<file path="config.mk">
export PLATFORM = sky130hd
export DESIGN_NAME = pstate_ctrl
export DESIGN_NICKNAME = d
export VERILOG_FILES = /design/src/rtl/pstate_pkg.sv /design/src/rtl/pstate_req_reg.sv /design/src/rtl/pstate_credit.sv /design/src/rtl/pstate_target.sv /design/src/rtl/pstate_settle.sv /design/src/rtl/pstate_ctrl.sv
export SDC_FILE = /design/constraint.sdc
export NUM_CORES = 1
export LEC_CHECK = 0
export BUFFER_PORTS_ARGS = -buffer_cell sky130_fd_sc_hd__buf_2
export CAP_MARGIN = 20
export CORE_MARGIN = 3
export CORE_UTILIZATION = 40
export DETAILED_ROUTE_END_ITERATION = 6
export REMOVE_ABC_BUFFERS = 1
export SETUP_SLACK_MARGIN = 0.02
export SKIP_CTS_REPAIR_TIMING = 1
export SYNTH_ARGS = -nofsm -noshare
export SYNTH_HDL_FRONTEND = slang
export SYNTH_SLANG_ARGS = --single-unit
</file>
<file path="constraint.sdc">
create_clock -name clk -period 3 [get_ports clk]
set_clock_uncertainty 0.1 [all_clocks]
set_input_delay 0.6 -clock clk [delete_from_list [all_inputs] [get_ports clk]]
set_output_delay 0.6 -clock clk [all_outputs]
set_load 0.02 [all_outputs]
</file>
<file path="src/rtl/pstate_pkg.sv">
package pstate_pkg;

  localparam int ST_W = 3;
  localparam int VC_W = 7;
  localparam int FC_W = 5;

  typedef enum logic [ST_W-1:0] {
    PS_BHI = 3'd0,
    PS_BLO = 3'd1,
    PS_V0  = 3'd2,
    PS_V1  = 3'd3,
    PS_V2  = 3'd4,
    PS_V3  = 3'd5,
    PS_V4  = 3'd6
  } pstate_e;

  // Voltage in 12.5 mV steps
  function automatic logic [VC_W-1:0] volt_of(logic [ST_W-1:0] s);
    case (s)
      3'd0:    volt_of = 7'd80;
      3'd1:    volt_of = 7'd70;
      3'd2:    volt_of = 7'd66;
      3'd3:    volt_of = 7'd65;
      3'd4:    volt_of = 7'd63;
      3'd5:    volt_of = 7'd61;
      default: volt_of = 7'd60;
    endcase
  endfunction

  // Frequency in 100 MHz steps
  function automatic logic [FC_W-1:0] freq_of(logic [ST_W-1:0] s);
    case (s)
      3'd0:    freq_of = 5'd24;
      3'd1:    freq_of = 5'd18;
      3'd2:    freq_of = 5'd16;
      3'd3:    freq_of = 5'd14;
      3'd4:    freq_of = 5'd13;
      3'd5:    freq_of = 5'd11;
      default: freq_of = 5'd9;
    endcase
  endfunction

  function automatic logic is_boost(logic [ST_W-1:0] s);
    is_boost = (s == PS_BHI) || (s == PS_BLO);
  endfunction

  function automatic logic is_visible(logic [ST_W-1:0] s);
    is_visible = (s >= PS_V0) && (s <= PS_V4);
  endfunction

endpackage

</file>
<file path="src/rtl/pstate_req_reg.sv">
module pstate_req_reg
  import pstate_pkg::*;
(
  input  logic            clk,
  input  logic            rst_n,
  input  logic            req_we,
  input  logic [ST_W-1:0] req_state,
  output logic [ST_W-1:0] req_q
);

  logic req_en;

  always_comb begin
    req_en = req_we && is_visible(req_state);
  end

  always_ff @(posedge clk or negedge rst_n) begin
    if (!rst_n) begin
      req_q <= PS_V0;
    end else if (req_en) begin
      req_q <= req_state;
    end
  end

endmodule

</file>
<file path="src/rtl/pstate_credit.sv">
module pstate_credit
  import pstate_pkg::*;
#(
  parameter int PWR_W      = 8,
  parameter int PWR_TDP    = 100,
  parameter int CREDIT_MAX = 63,
  parameter int CREDIT_INC = 2,
  parameter int CREDIT_DEC = 3,
  localparam int CW        = $clog2(CREDIT_MAX + 1)
) (
  input  logic             clk,
  input  logic             rst_n,
  input  logic [ST_W-1:0]  cur_state,
  input  logic [PWR_W-1:0] pwr_level,
  output logic [CW-1:0]    cred_q
);

  localparam logic [PWR_W-1:0] TDP_C  = PWR_W'(PWR_TDP);
  localparam logic [CW-1:0]    MAX_C  = CW'(CREDIT_MAX);
  localparam logic [CW-1:0]    INC_C  = CW'(CREDIT_INC);
  localparam logic [CW-1:0]    DEC_C  = CW'(CREDIT_DEC);
  localparam logic [CW-1:0]    ROOM_C = CW'(CREDIT_MAX - CREDIT_INC);

  logic          draining;
  logic          gaining;
  logic          cred_en;
  logic [CW-1:0] cred_d;

  always_comb begin
    draining = is_boost(cur_state);
    gaining  = !draining && (pwr_level < TDP_C);
    cred_en  = draining || gaining;
    cred_d   = cred_q;
    if (draining) begin
      cred_d = (cred_q < DEC_C) ? '0 : (cred_q - DEC_C);
    end else if (gaining) begin
      cred_d = (cred_q > ROOM_C) ? MAX_C : (cred_q + INC_C);
    end
  end

  always_ff @(posedge clk or negedge rst_n) begin
    if (!rst_n) begin
      cred_q <= '0;
    end else if (cred_en) begin
      cred_q <= cred_d;
    end
  end

endmodule

</file>
<file path="src/rtl/pstate_target.sv">
module pstate_target
  import pstate_pkg::*;
#(
  parameter int CREDIT_MAX  = 63,
  parameter int BOOST_ENTRY = 16,
  parameter int BOOST_HIGH  = 40,
  localparam int CW         = $clog2(CREDIT_MAX + 1)
) (
  input  logic [ST_W-1:0] cur_state,
  input  logic [ST_W-1:0] req_q,
  input  logic [CW-1:0]   cred_q,
  input  logic            boost_en,
  input  logic            thermal_emerg,
  output logic [ST_W-1:0] tgt_state
);

  localparam logic [CW-1:0] ENTRY_C = CW'(BOOST_ENTRY);
  localparam logic [CW-1:0] HIGH_C  = CW'(BOOST_HIGH);

  logic budget_ok;
  logic boost_ok;

  always_comb begin
    budget_ok = is_boost(cur_state) ? (cred_q != '0) : (cred_q >= ENTRY_C);
    boost_ok  = boost_en && (req_q == PS_V0) && budget_ok;
    if (thermal_emerg) begin
      tgt_state = PS_V4;
    end else if (boost_ok) begin
      tgt_state = (cred_q > HIGH_C) ? PS_BHI : PS_BLO;
    end else begin
      tgt_state = req_q;
    end
  end

endmodule

</file>
<file path="src/rtl/pstate_settle.sv">
module pstate_settle
  import pstate_pkg::*;
#(
  parameter int SETTLE_CYCLES = 4,
  localparam int SC_W         = $clog2(SETTLE_CYCLES + 1)
) (
  input  logic            clk,
  input  logic            rst_n,
  input  logic [ST_W-1:0] tgt_state,
  input  logic            thermal_emerg,
  output logic [ST_W-1:0] cur_q,
  output logic [VC_W-1:0] volt_q,
  output logic [FC_W-1:0] freq_q,
  output logic            busy,
  output logic            done_q
);

  localparam logic [SC_W-1:0] LOAD_C = SC_W'(SETTLE_CYCLES);
  localparam logic [SC_W-1:0] ONE_C  = SC_W'(1);

  logic [SC_W-1:0] cnt_q;
  logic [SC_W-1:0] cnt_d;
  logic            cnt_en;
  logic            take;
  logic            forced;
  logic            done_d;

  always_comb begin
    busy   = (cnt_q != '0);
    forced = thermal_emerg && (cur_q != PS_V4);
    take   = forced || (!busy && (tgt_state != cur_q));
    cnt_en = take || busy;
    cnt_d  = take ? LOAD_C : (cnt_q - ONE_C);
    done_d = !take && (cnt_q == ONE_C);
  end

  always_ff @(posedge clk or negedge rst_n) begin
    if (!rst_n) begin
      cur_q  <= PS_V0;
      volt_q <= volt_of(PS_V0);
      freq_q <= freq_of(PS_V0);
    end else if (take) begin
      cur_q  <= tgt_state;
      volt_q <= volt_of(tgt_state);
      freq_q <= freq_of(tgt_state);
    end
  end

  always_ff @(posedge clk or negedge rst_n) begin
    if (!rst_n) begin
      cnt_q <= '0;
    end else if (cnt_en) begin
      cnt_q <= cnt_d;
    end
  end

  always_ff @(posedge clk or negedge rst_n) begin
    if (!rst_n) begin
      done_q <= 1'b0;
    end else begin
      done_q <= done_d;
    end
  end

endmodule

</file>
<file path="src/rtl/pstate_ctrl.sv">
module pstate_ctrl
  import pstate_pkg::*;
#(
  parameter int PWR_W         = 8,
  parameter int PWR_TDP       = 100,
  parameter int CREDIT_MAX    = 63,
  parameter int CREDIT_INC    = 2,
  parameter int CREDIT_DEC    = 3,
  parameter int BOOST_ENTRY   = 16,
  parameter int BOOST_HIGH    = 40,
  parameter int SETTLE_CYCLES = 4
) (
  input  logic                              clk,
  input  logic                              rst_n,
  input  logic                              req_we,
  input  logic [2:0]                        req_state,
  input  logic [PWR_W-1:0]                  pwr_level,
  input  logic                              thermal_emerg,
  input  logic                              boost_en,
  output logic [2:0]                        cur_state,
  output logic [6:0]                        volt_code,
  output logic [4:0]                        freq_code,
  output logic                              settling,
  output logic                              done,
  output logic [2:0]                        sw_req,
  output logic [$clog2(CREDIT_MAX+1)-1:0]   credits
);

  logic [ST_W-1:0] tgt_state;

  pstate_req_reg u_req (
    .clk       (clk),
    .rst_n     (rst_n),
    .req_we    (req_we),
    .req_state (req_state),
    .req_q     (sw_req)
  );

  pstate_credit #(
    .PWR_W      (PWR_W),
    .PWR_TDP    (PWR_TDP),
    .CREDIT_MAX (CREDIT_MAX),
    .CREDIT_INC (CREDIT_INC),
    .CREDIT_DEC (CREDIT_DEC)
  ) u_credit (
    .clk       (clk),
    .rst_n     (rst_n),
    .cur_state (cur_state),
    .pwr_level (pwr_level),
    .cred_q    (credits)
  );

  pstate_target #(
    .CREDIT_MAX  (CREDIT_MAX),
    .BOOST_ENTRY (BOOST_ENTRY),
    .BOOST_HIGH  (BOOST_HIGH)
  ) u_target (
    .cur_state     (cur_state),
    .req_q         (sw_req),
    .cred_q        (credits),
    .boost_en      (boost_en),
    .thermal_emerg (thermal_emerg),
    .tgt_state     (tgt_state)
  );

  pstate_settle #(
    .SETTLE_CYCLES (SETTLE_CYCLES)
  ) u_settle (
    .clk           (clk),
    .rst_n         (rst_n),
    .tgt_state     (tgt_state),
    .thermal_emerg (thermal_emerg),
    .cur_q         (cur_state),
    .volt_q        (volt_code),
    .freq_q        (freq_code),
    .busy          (settling),
    .done_q        (done)
  );

endmodule

</file>
* After elaboration in Yosys (flattened, before gate mapping)
Cells that the tools add are included.
** Operators by class
- Equal/unequal tests :: 10
- Multiplexer cells :: 11
- Reduce and logical (&&, ||, !) cells :: 21
- $lt $le $gt $ge :: 7
- Add/sub/neg operators :: 3
** Operators with widths (number)
- 7-bit case mux with 6 select lines :: 1
- 5-bit case mux with 6 select lines :: 1
- 6-bit 2-to-1 mux :: 4
- 6-bit greater-than comparator, second input constant :: 2
- 3-bit by 1-bit equality test with 1-bit output, second input constant :: 3
- 3-bit by 2-bit equality test with 1-bit output, second input constant :: 3
- 3-bit 2-to-1 mux :: 3
- 1-bit logical AND :: 8
- 8-bit by 7-bit less-than comparator with 1-bit output, second input constant :: 1
- 6-bit by 2-bit adder with 6-bit output, second input constant :: 1
- 3-bit equality test, second input constant :: 2
- 6-bit by 5-bit >= comparator with 1-bit output, second input constant :: 1
- 3-bit zero test :: 2
- 6-bit by 2-bit less-than comparator with 1-bit output, second input constant :: 1
- 6-bit nonzero test :: 1
- 6-bit by 2-bit subtractor with 6-bit output, second input constant :: 1
- 1-bit logical OR :: 4
- 3-bit by 2-bit >= comparator with 1-bit output, second input constant :: 1
- 3-bit <= comparator, second input constant :: 1
- 1-bit zero test :: 3
- 3-bit != test :: 1
- 3-bit != test, second input constant :: 1
- 3-bit nonzero test :: 1
- 3-bit by 1-bit subtractor with 3-bit output, second input constant :: 1
- other kinds (3) :: 4
** Storage, ports and cells
- Output and inout port bits :: 26
- Bits of input ports :: 16
- Logic and storage cells :: 59
- Register bits :: 28

* Logic depth before layout (Yosys ltp)
Gate-level depths: netlist (run 1).
- Word-level depth :: 11
- Depth in mapped cells :: 9
- Depth with buffers taken out :: 8

* Cells and area by module
From an unflattened synthesis (run 1), not the netlist that was laid out.
** Unflattened totals
- Cell total of the unflattened synthesis :: 168
- Area total of the unflattened synthesis :: 1746.7 um^2
** By module, submodules not included
- pstate_settle :: cells an instance 79, area each 957.2 um^2, seq. area each 430.4 um^2, times used 1
- pstate_credit :: cells an instance 60, area each 564.3 um^2, seq. area each 150.1 um^2, times used 1
- pstate_req_reg :: cells an instance 18, area each 150.1 um^2, seq. area each 76.3 um^2, times used 1
- pstate_target :: cells an instance 11, area each 75.1 um^2, seq. area each 0.0 um^2, times used 1

* Least setup slack after synthesis (run 1)
No wires, ideal clock.
- Path kind :: flip-flop to flip-flop
- Start :: register u_credit.cred_q[1]
- End :: register u_settle.volt_q[1]
- Arrival :: 2.328 ns
- Clock period less this slack :: 2.511 ns
- Required time :: 2.817 ns
- Path buffers :: 1
- Path slack :: 0.489 ns
- Setup time :: 0.083 ns
- Stages on the path, launching flop included :: 10
- Cells stage by stage :: dfrtp_1 -> inv_1 -> ha_1 -> nor3b_1 -> o21ai_2 -> a21oi_2 -> o31a_1 -> o21a_1 -> buf_6 -> o32a_1
** Between the ends
- Cells in the longest elaborated chain, start to end :: 8
- Elaborated cells on any way between the ends :: 18
- Those cells by class :: 2 x order compare; 6 x eq/ne; 5 x mux; 5 x reduce/logical
** Ends and longest elaborated chain
- start: declaration :: line pstate_credit.sv:15 : output logic [CW-1:0] cred_q
- start signal: assignment :: line pstate_credit.sv:45 : cred_q <= cred_d;
- 6-bit by 5-bit >= comparator with 1-bit output / 6-bit nonzero test (equally long branches) :: line pstate_target.sv:24 : budget_ok = is_boost(cur_state) ? (cred_q != '0) : (cred_q >= ENTRY_C);
- 1-bit 2-to-1 mux :: line pstate_target.sv:24
- 1-bit logical AND :: line pstate_target.sv:25 : boost_ok = boost_en && (req_q == PS_V0) && budget_ok;
- 3-bit 2-to-1 mux * :: line pstate_target.sv:28 : end else if (boost_ok) begin
- 3-bit 2-to-1 mux * :: line pstate_target.sv:26 : if (thermal_emerg) begin
- branches (longest 3 deep; another with 7-bit case mux with 6 select lines)
- end signal: assignment :: line pstate_settle.sv:40 : volt_q <= volt_of(PS_V0);
- end signal: assignment :: line pstate_settle.sv:44 : volt_q <= volt_of(tgt_state);
- end: declaration :: line pstate_settle.sv:12 : output logic [VC_W-1:0] volt_q,
Mark *: on every way between the ends.
A chain may end at the register's enable or synchronous reset.

* Worst setup path after layout (run 1)
- Start :: register u_credit.cred_q[0]
- End :: register u_settle.freq_q[4]
** Between the ends
- Cells in the longest elaborated chain, start to end :: 8
- Elaborated cells on any way between the ends :: 18
- Those cells by class :: 2 x order compare; 6 x eq/ne; 5 x mux; 5 x reduce/logical
** Ends and longest elaborated chain
- 6-bit by 5-bit >= comparator with 1-bit output / 6-bit nonzero test (equally long branches) :: line pstate_target.sv:24
- 1-bit 2-to-1 mux :: line pstate_target.sv:24
- 1-bit logical AND :: line pstate_target.sv:25
- 3-bit 2-to-1 mux * :: line pstate_target.sv:28
- 3-bit 2-to-1 mux * :: line pstate_target.sv:26
- branches (longest 3 deep; another with 5-bit case mux with 6 select lines)
- end signal: assignment :: line pstate_settle.sv:41 : freq_q <= freq_of(PS_V0);
- end signal: assignment :: line pstate_settle.sv:45 : freq_q <= freq_of(tgt_state);
- end: declaration :: line pstate_settle.sv:13 : output logic [FC_W-1:0] freq_q,
Marked as above.

==> results of run 1 <==
-- sequential cells by signal (all words and copies together) (netlist names) --
signal and count:
u_credit.cred_q 6, u_settle.done_q 1, u_settle.cur_q 3, u_settle.cnt_q 3
u_settle.volt_q 5, u_req.req_q 3, u_settle.freq_q 5
-- kinds of logic after synthesis --
| family | share of synthesized area [%] |
|---|---|
| xor gates and xnor gates | 0.953 |
| and+or+nand+nor | 22.0 |
| muxes | 4.90 |
| AOI/OAI and AO/OA | 23.4 |
| adders and majority gates | 6.80 |
| buffers and inverters | 6.26 |
| DFF | 35.7 |
-- synth_stat cells, types with 6 or more instances --
cell and count:
a21oi_1 13, clkbuf_1 7, dfrtp_1 21, ha_1 10
inv_1 10, mux2i_1 9, nand2_1 20, nor2_1 20
nor3_1 6, o21ai_0 8
-- layout make-up --
cell class / instances / area, um^2
tap: 52 / 65.1
clock inverter: 1 / 30.0
inverter: 10 / 37.5
sequential: 26 / 657
timing repair buffer: 46 / 248
fill: 438 / 2240
clock buffer: 3 / 41.3
multi-input combinational: 156 / 1070
-- report_power, final --
group / switching (W) / internal [W] / total, W
clock: 0.000112 / 0.000179 / 0.000291
sequential: 0.000149 / 0.000498 / 0.000648
combinational: 0.000593 / 0.000416 / 0.00101
-- worst max path at each step --
stage                            start            endpoint  slack, ns  cells past startpoint
floorplan           u_credit.cred_q[1]  u_settle.volt_q[1]       0.48                      8
finish              u_credit.cred_q[0]  u_settle.freq_q[4]       0.33                      8
CTS                 u_credit.cred_q[0]  u_settle.freq_q[4]       0.29                      8
global placement    u_credit.cred_q[0]  u_settle.freq_q[4]       0.33                      8
detailed placement  u_credit.cred_q[0]  u_settle.freq_q[4]       0.31                      8
global route        u_credit.cred_q[0]  u_settle.freq_q[4]       0.11                      8
-- stage by stage --
step / instances / hold WS [ns] / worst slack, ns / utilization [%] / cell area, um^2
2_1_floorplan: 192 / 0.204 / 0.483 / - / 1760
5_1_grt: 294 / 0.253 / 0.111 / 48.9 / 2150
3_5_place_dp: 290 / 0.369 / 0.314 / 47.3 / 2070
4_1_cts: 294 / 0.227 / 0.286 / 48.9 / 2150
6_report: 294 / 0.211 / 0.326 / 48.9 / 2150
3_3_place_gp: 290 / 0.359 / 0.332 / 47.3 / 2070
-- routing by layer --
metal	up-vias	wire length, um	track usage (%)
met5	-	0	0
met4	0	23	3.02
met3	4	187	2.46
met2	38	1770	23.7
met1	752	2050	22.4
li1	810	-	-
-- worst register-to-register path, delay by kind of cell (launching register included) --
kind	cells	cell delay (ns)
buf+inv	1	0.12
compound gates	4	1.16
simple gates	1	0.37
flops	1	0.44
fa+ha+maj	1	0.19
mux	1	0.23
==> out/results.ini, run 1 <==
[run_status]
status=complete, no violations

[grt]
grt_pass1_vias=1442
grt_usage_pct=15.3
grt_max_degree=27
grt_antenna_before_repair=0
grt_pass1_wl_um=6730
grt_overflow=0

[floorplan]
dieHeight_um=73.8
fp.dieW_um=73.8
core_um2=4380
io_pins=42
row_count=24
start_util_pct=42.0
die_area_um2=5450

[critical_path]
crit_type=reg -> reg
cp.arrival_ns=2.78
cp_max_fo=7
path_delay_family=compound AO/OA/AOI/OAI gates
rr_endpoint=u_settle.freq_q[4]
crit_required_ns=3.11
critPathLaunchType=flip-flop
r2r-start=u_credit.cred_q[0]
cp_slowest_cell=dfrtp_1
max_stage_delay_ns=0.44
rrSetupSlack_ns=0.33
worstPathCellList=inv_1, ha_1, nor3b_1, o21ai_2, a21oi_2, o31a_1, o21a_1, mux2i_1
crit_path_end_kind=flip-flop
crit_buf_inv=1
rr_worst_depth=8

[cts]
root_buffer=clkbuf_8
htreeDepth=1
insertion_delay_ns=0.27
cts_tree=built
clock_sinks=26
clockBufferDepth=2
cts_buffers=3
path_clk_slew_ns=0.09

[synthesis]
synth_area_um2=1840
synth-edff-count=0
synth_cell_types=56
synth_top_flop_cell=dfrtp_1
synth_top_area_share_pct=28.6
synth_seq_cells=26
synth-async-reset-ratio_pct=100
synth_top_area_cell=dfrtp_1
postSynthCellCount=206
ys_top_cells_by_area=dfrtp_1 29%, dfstp_2 7.1%, ha_1 6.8%
yosys_warnings=0
syn_avg_cell_area_um2=8.93
ys_seq_area_share_pct=35.7

[detailed_routing]
routed_via_density=5.46
wl_per_cell_um=13.7
vias=1604
ant_nets=0
first_iter_violations=72
post-route-drc-count=0
drt-total-wl_um=4030
first_pass_iters=4

[timing]
finalSetupViolCount=0
worst_pin_slew_ns=0.577
rsz0062_at_grt=no
slew_viol_final=0
final.setup.tns_ns=0
hold_violations=0
period_minus_slack_ns=2.67
max_freq_mhz=374
period_share_pct=89.1
relSlewSlack_pct=61.5

[min_path]
hold_class=in -> async

[pwr]
p_total_w=0.00195
irDropWorstVdd_uv=324
powerDensity_nw_per_um2=907
p_leak_nw=0.977

[cells_and_area]
n_antenna_cell=0
drive_above_1_share_pct=27.7
layout_common_cells=39 x buf_2, 21 x dfrtp_1, 20 x nor2_1, 20 x nand2_1, 13 x a21oi_1
area_growth_pct=16.7
final_common_cell=buf_2
final_nets=269

[placement]
place_hpwl_um=3060
place.gp.congestion=0.819
io_buffers=39

[flow_run]
cap_violations=0

(Power assumes the default switching activity.)
==> run 2: changes to the inputs <==
--- a/config.mk
+++ b/config.mk
@@ -7,8 +7,9 @@
 export LEC_CHECK = 0
 export BUFFER_PORTS_ARGS = -buffer_cell sky130_fd_sc_hd__buf_2
 export CAP_MARGIN = 20
-export CORE_MARGIN = 3
+export CORE_MARGIN = 10
 export CORE_UTILIZATION = 40
+export CTS_BUF_LIST = sky130_fd_sc_hd__clkbuf_4 sky130_fd_sc_hd__clkbuf_8
 export DETAILED_ROUTE_END_ITERATION = 6
 export REMOVE_ABC_BUFFERS = 1
 export SETUP_SLACK_MARGIN = 0.02
==> run 2 against run 1 <==
Non-clock buffer count is the same. Cell count unchanged. Clock power down 23%. Via count hardly changed. Clock-buffer cell count increased by 1. Sequential share of layout area is 0.23 points higher. Hold slack improved by 0.0066 ns. Sequential cell count is the same. Utilization fell by 0.70 points. Worst setup slack got worse by 0.062 ns. Die area grew 42%. Critical path type unchanged.
==> out/results.ini, run 2 (synthesis results as in run 1) <==
[placement]
dp.cells=290
place_area_um2=2070
place.gp.congestion=0.820
place_hpwl_um=3380
dp_slack_ns=0.287
io_buffers=39

[critical_path]
crit_type=reg -> reg
crit_required_ns=3.09
crit_start=u_credit.cred_q[0]
cp_max_fo=7
critPathLaunchType=flip-flop
cp.arrival_ns=2.83
r2r-start=u_credit.cred_q[0]
crit_path_end_kind=flip-flop
rr_worst_depth=8

[timing]
finalWorstSetupSlack_ns=0.264
final.setup.tns_ns=0
period_minus_slack_ns=2.74
worst_pin_slew_ns=0.579
max_freq_mhz=365
fin_hold_ws_ns=0.218
rsz0062_at_grt=no
period_share_pct=91.2
slew_viol_final=0
finalSetupViolCount=0
hold_violations=0
relSlewSlack_pct=61.4

[cells_and_area]
area_growth_pct=15.8
final_nets=269
final_common_cell=buf_2
final.fill_count=421
drive_above_1_share_pct=27.7
multi_input_comb_area_um2=1070
layout_common_cells=39 x buf_2, 21 x dfrtp_1, 20 x nor2_1, 20 x nand2_1, 13 x a21oi_1
n_antenna_cell=0
largest_register_ffs=6
largest-register=u_credit.cred_q
final_area_um2=2130
reg_top3=u_credit.cred_q: 6 flops, u_settle.freq_q: 5 flops, u_settle.volt_q: 5 flops
register_area_um2=657
final_cells=294

[grt]
grt_max_degree=27
grt_antenna_before_repair=0
grt_overflow=0
grt_usage_pct=11.7
grt_pass1_vias=1578
grt_pass1_wl_um=7580

[detailed_routing]
drt-total-wl_um=4370
first_iter_violations=59
vias=1603
met1Wirelength_um=2170
first_pass_iters=4
met2_wirelength_um=1970
post-route-drc-count=0
ant_nets=0
dr_wl_met3_um=226
wl_per_cell_um=14.9
routed_via_density=5.45
top_layer=met4

[cts]
cts_buffers=3
cts_tree=built
clockBufferDepth=2
insertion_delay_ns=0.27
root_buffer=clkbuf_8
path_clk_slew_ns=0.09
clock_sinks=26
htreeDepth=1

[min_path]
hold_class=in -> async

[run_status]
status=complete, no violations

[pwr]
p_leak_nw=0.971
irDropWorstVdd_uv=341
powerDensity_nw_per_um2=890

[floorplan]
die_area_um2=7710
io_pins=42
fp.dieW_um=87.8
row_count=24
dieHeight_um=87.8
start_util_pct=41.7
core_um2=4410

[flow_run]
cap_violations=0

[run 2: cell count changes in the layout (fill, tap and decap cells not counted), sizes merged]
cell / change
bufinv: -1
clkbuf: +1
[run 2: power breakdown]
group          total (W)  leakage (nW)  switching (W)  internal [W]
Sequential      0.000644         0.301       0.000146      0.000498
Combinational    0.00103         0.641       0.000610      0.000416
Clock           0.000224        0.0288       0.000107      0.000117
[run 2: through the flow]
stage | power, W | util (%)
after global routing | 0.00206 | 48.2
final | 0.00190 | 48.2
after detailed placement | 0.00169 | 47.0
after floorplan | 0.00135 | -
after CTS | 0.00192 | 48.2
after global placement | 0.00167 | 47.0
[run 2: area by class of cell]
cell class              instances  area share [%]
clock buffers                   4            2.59
inverters                      10            1.76
repair buffers                 46            11.6
well taps                      52            3.06
flip-flops and latches         26            30.8
multi-input cells             156            50.1
[run 2: metal layers]
| layer | GRT usage, % | vias up |
|---|---|---|
| met2 | 17.7 | 32 |
| li1 | - | 818 |
| met5 | 0 | - |
| met1 | 16.8 | 749 |
| met4 | 1.88 | 0 |
| met3 | 2.79 | 4 |
[run 2: worst paths after layout]
kind / endpoint / slack [ns]
max: u_settle.volt_q[0] / 0.26
min: u_settle.done_q / 0.22
max reg2reg: u_settle.volt_q[0] / 0.26
min reg2reg: u_settle.freq_q[4] / 0.38
max in group asynchronous: u_req.req_q[1] / 2.20
min in group clk: u_settle.freq_q[4] / 0.38
[run 2: critical path, cell delays in order, from the launching register on]
cell,delay [ns]
dfrtp_1,0.45
inv_1,0.13
ha_1,0.19
nor3b_1,0.37
o21ai_2,0.13
a21oi_2,0.28
o31a_1,0.34
o21a_1,0.42
mux2i_1,0.25
==> run 3: changes to the inputs <==
--- a/config.mk
+++ b/config.mk
@@ -16,4 +16,5 @@
 export SKIP_CTS_REPAIR_TIMING = 1
 export SYNTH_ARGS = -nofsm -noshare
 export SYNTH_HDL_FRONTEND = slang
+export SYNTH_HIERARCHICAL = 1
 export SYNTH_SLANG_ARGS = --single-unit
==> run 3 against run 2 <==
Critical path depth increased by 1. Utilization increased by 2.2 points. Global-route usage decreased by 1.1 points. First-iteration DRC count decreased by 1.7%. Register-to-register slack got worse by 0.11 ns. Synthesized area decreased by 5.0%. Maximum frequency decreased by 3.8%. Sequential cell count unchanged. Clock-buffer cell count decreased by 1. Critical endpoint is now u_settle/volt_q[4]. Largest cell class unchanged.
==> out/results.ini, run 3 <==
[pwr]
irDropWorstVdd_uv=386
pwr-share-comb_pct=57.8
pwr-share-seq_pct=28.8
p_int_w=0.00123
p_leak_nw=0.970
switching_power_w=0.000945
powerDensity_nw_per_um2=1050
switching_share_pct=43.4
p_clk_share_pct=13.5

[placement]
io_buffers=39
place_hpwl_um=3020
dp_slack_ns=0.120
place_area_um2=1990
dp.cells=257
place.gp.congestion=0.864

[cts]
root_buffer=clkbuf_8
cts_tree=built
clock_sinks=26
insertion_delay_ns=0.27
cts_buffers=3
clockBufferDepth=2
path_clk_slew_ns=0.10
htreeDepth=1

[grt]
grt_max_degree=27
grt_antenna_before_repair=0
grt_usage_pct=10.7
grt_pass1_wl_um=6740
grt_pass1_vias=1483
grt_overflow=0

[timing]
relSlewSlack_pct=52.9
period_share_pct=94.8
max_freq_mhz=352
worst_pin_slew_ns=0.704
rsz0062_at_grt=no
final.setup.tns_ns=0
slew_viol_final=0
finalSetupViolCount=0
hold_violations=0
period_minus_slack_ns=2.84
finalWorstSetupSlack_ns=0.156

[synthesis]
synth_top_flop_cell=dfrtp_1
synth_cell_types=51
synth_seq_cells=26
synth-edff-count=0
synth-async-reset-ratio_pct=100
synth_area_um2=1750
synth_top_area_cell=dfrtp_1
synth_common_cells=21 x dfrtp_1, 14 x a21oi_1, 14 x inv_1
syn_avg_cell_area_um2=10.4
ys_seq_area_share_pct=37.6
yosys_warnings=6
synth_top_area_share_pct=30.1
ys_top_cells_by_area=dfrtp_1 30%, dfstp_2 7.5%, ha_1 5.7%
synth_most_common_cell=dfrtp_1
postSynthCellCount=168

[cells_and_area]
final_cells=262
final_area_um2=2070
final_nets=237
drive_above_1_share_pct=39.2
n_antenna_cell=0
final.fill_count=382
reg_top3=u_credit/cred_q: 6 flops, u_settle/volt_q: 6 flops, u_settle/freq_q: 4 flops
area_growth_pct=18.8
layout_common_cells=39 x buf_2, 21 x dfrtp_1, 14 x inv_1, 14 x a21oi_1, 12 x nor2_1
final_common_cell=buf_2

[detailed_routing]
drt-total-wl_um=4020
met2_wirelength_um=2100
first_iter_violations=58
wl_per_cell_um=15.4
routed_via_density=5.47
first_pass_iters=4
top_layer=met4
met1Wirelength_um=1610
post-route-drc-count=0
dr_wl_met3_um=285
vias=1433
ant_nets=0

[floorplan]
fp.dieW_um=86.1
die_area_um2=7410
core_um2=4120
dieHeight_um=86.1
io_pins=42
start_util_pct=42.4
row_count=23

[critical_path]
crit_path_end_kind=flip-flop
crit_type=reg -> reg
crit_required_ns=3.07
cp_max_fo=10
cp.arrival_ns=2.91
critPathLaunchType=flip-flop

[min_path]
hold_class=in -> async

[flow_run]
cap_violations=0

[run_status]
status=complete, no violations

## run 3: logic make-up after synthesis
| logic type | after synthesis | share of synthesized area (%) |
|---|---|---|
| muxes | 16 | 11.3 |
| and+or+nand+nor | 48 | 17.7 |
| DFF | 26 | 37.6 |
| adders and majority gates | 8 | 5.73 |
| xor gates and xnor gates | 4 | 2.87 |
| buffers and inverters | 23 | 7.52 |
| AOI/OAI and AO/OA | 43 | 17.3 |
## run 3: layout make-up
class                   instances  area, um^2  area share (%)
multi-input cells             120         968            46.7
well taps                      50        62.6            3.02
clock inverters                 1        30.0            1.45
repair buffers                 48         263            12.7
flip-flops and latches         26         657            31.7
inverters                      14        52.6            2.53
clock buffers                   3        41.3            1.99
## run 3: stage by stage
stage	util, %	power [W]	hold WS (ns)
final	50.4	0.00218	0.216
after global placement	48.4	0.00185	0.357
after detailed placement	48.4	0.00189	0.365
after global routing	50.4	0.00236	0.259
after CTS	50.2	0.00219	0.247
after floorplan	-	0.00148	0.204
## run 3: worst max-delay path, cell delays in order, from the launching register on
cell      delay (ns)
dfrtp_1         0.39
or3_1           0.40
or4_1           0.42
o311ai_1        0.13
o31ai_1         0.12
buf_4           0.18
xor2_2          0.19
nor3_4          0.21
o21ba_4         0.24
mux2_2          0.35
## run 3: power by group through the flow
stage                     sequential, W  combinational, W  clock (W)
after floorplan                0.000863          0.000612          0
after global placement         0.000625           0.00122          0
after detailed placement       0.000636           0.00125          0
after CTS                      0.000628           0.00126   0.000300
after global routing           0.000652           0.00140   0.000313
final                          0.000626           0.00126   0.000294
## run 3: worst paths after layout
path	startpoint	end	slack [ns]	cells after the start
worst max-delay path	u_credit/cred_q[1]	u_settle/volt_q[4]	0.16	9
worst min-delay path	rst_n	u_settle/freq_q[1]	0.22	1
worst max register to register	u_credit/cred_q[1]	u_settle/volt_q[4]	0.16	9
worst min register to register	u_settle/volt_q[6]	u_settle/volt_q[6]	0.37	2
max in group asynchronous	rst_n	u_req/req_q[2]	2.19	1
min in group clk	u_settle/volt_q[6]	u_settle/volt_q[6]	0.37	2
## run 3: per-layer routing
| layer | up-vias | global-route usage [%] |
|---|---|---|
| met5 | - | 0 |
| li1 | 689 | - |
| met4 | 0 | 2.84 |
| met1 | 703 | 11.8 |
| met3 | 4 | 3.60 |
| met2 | 37 | 19.0 |
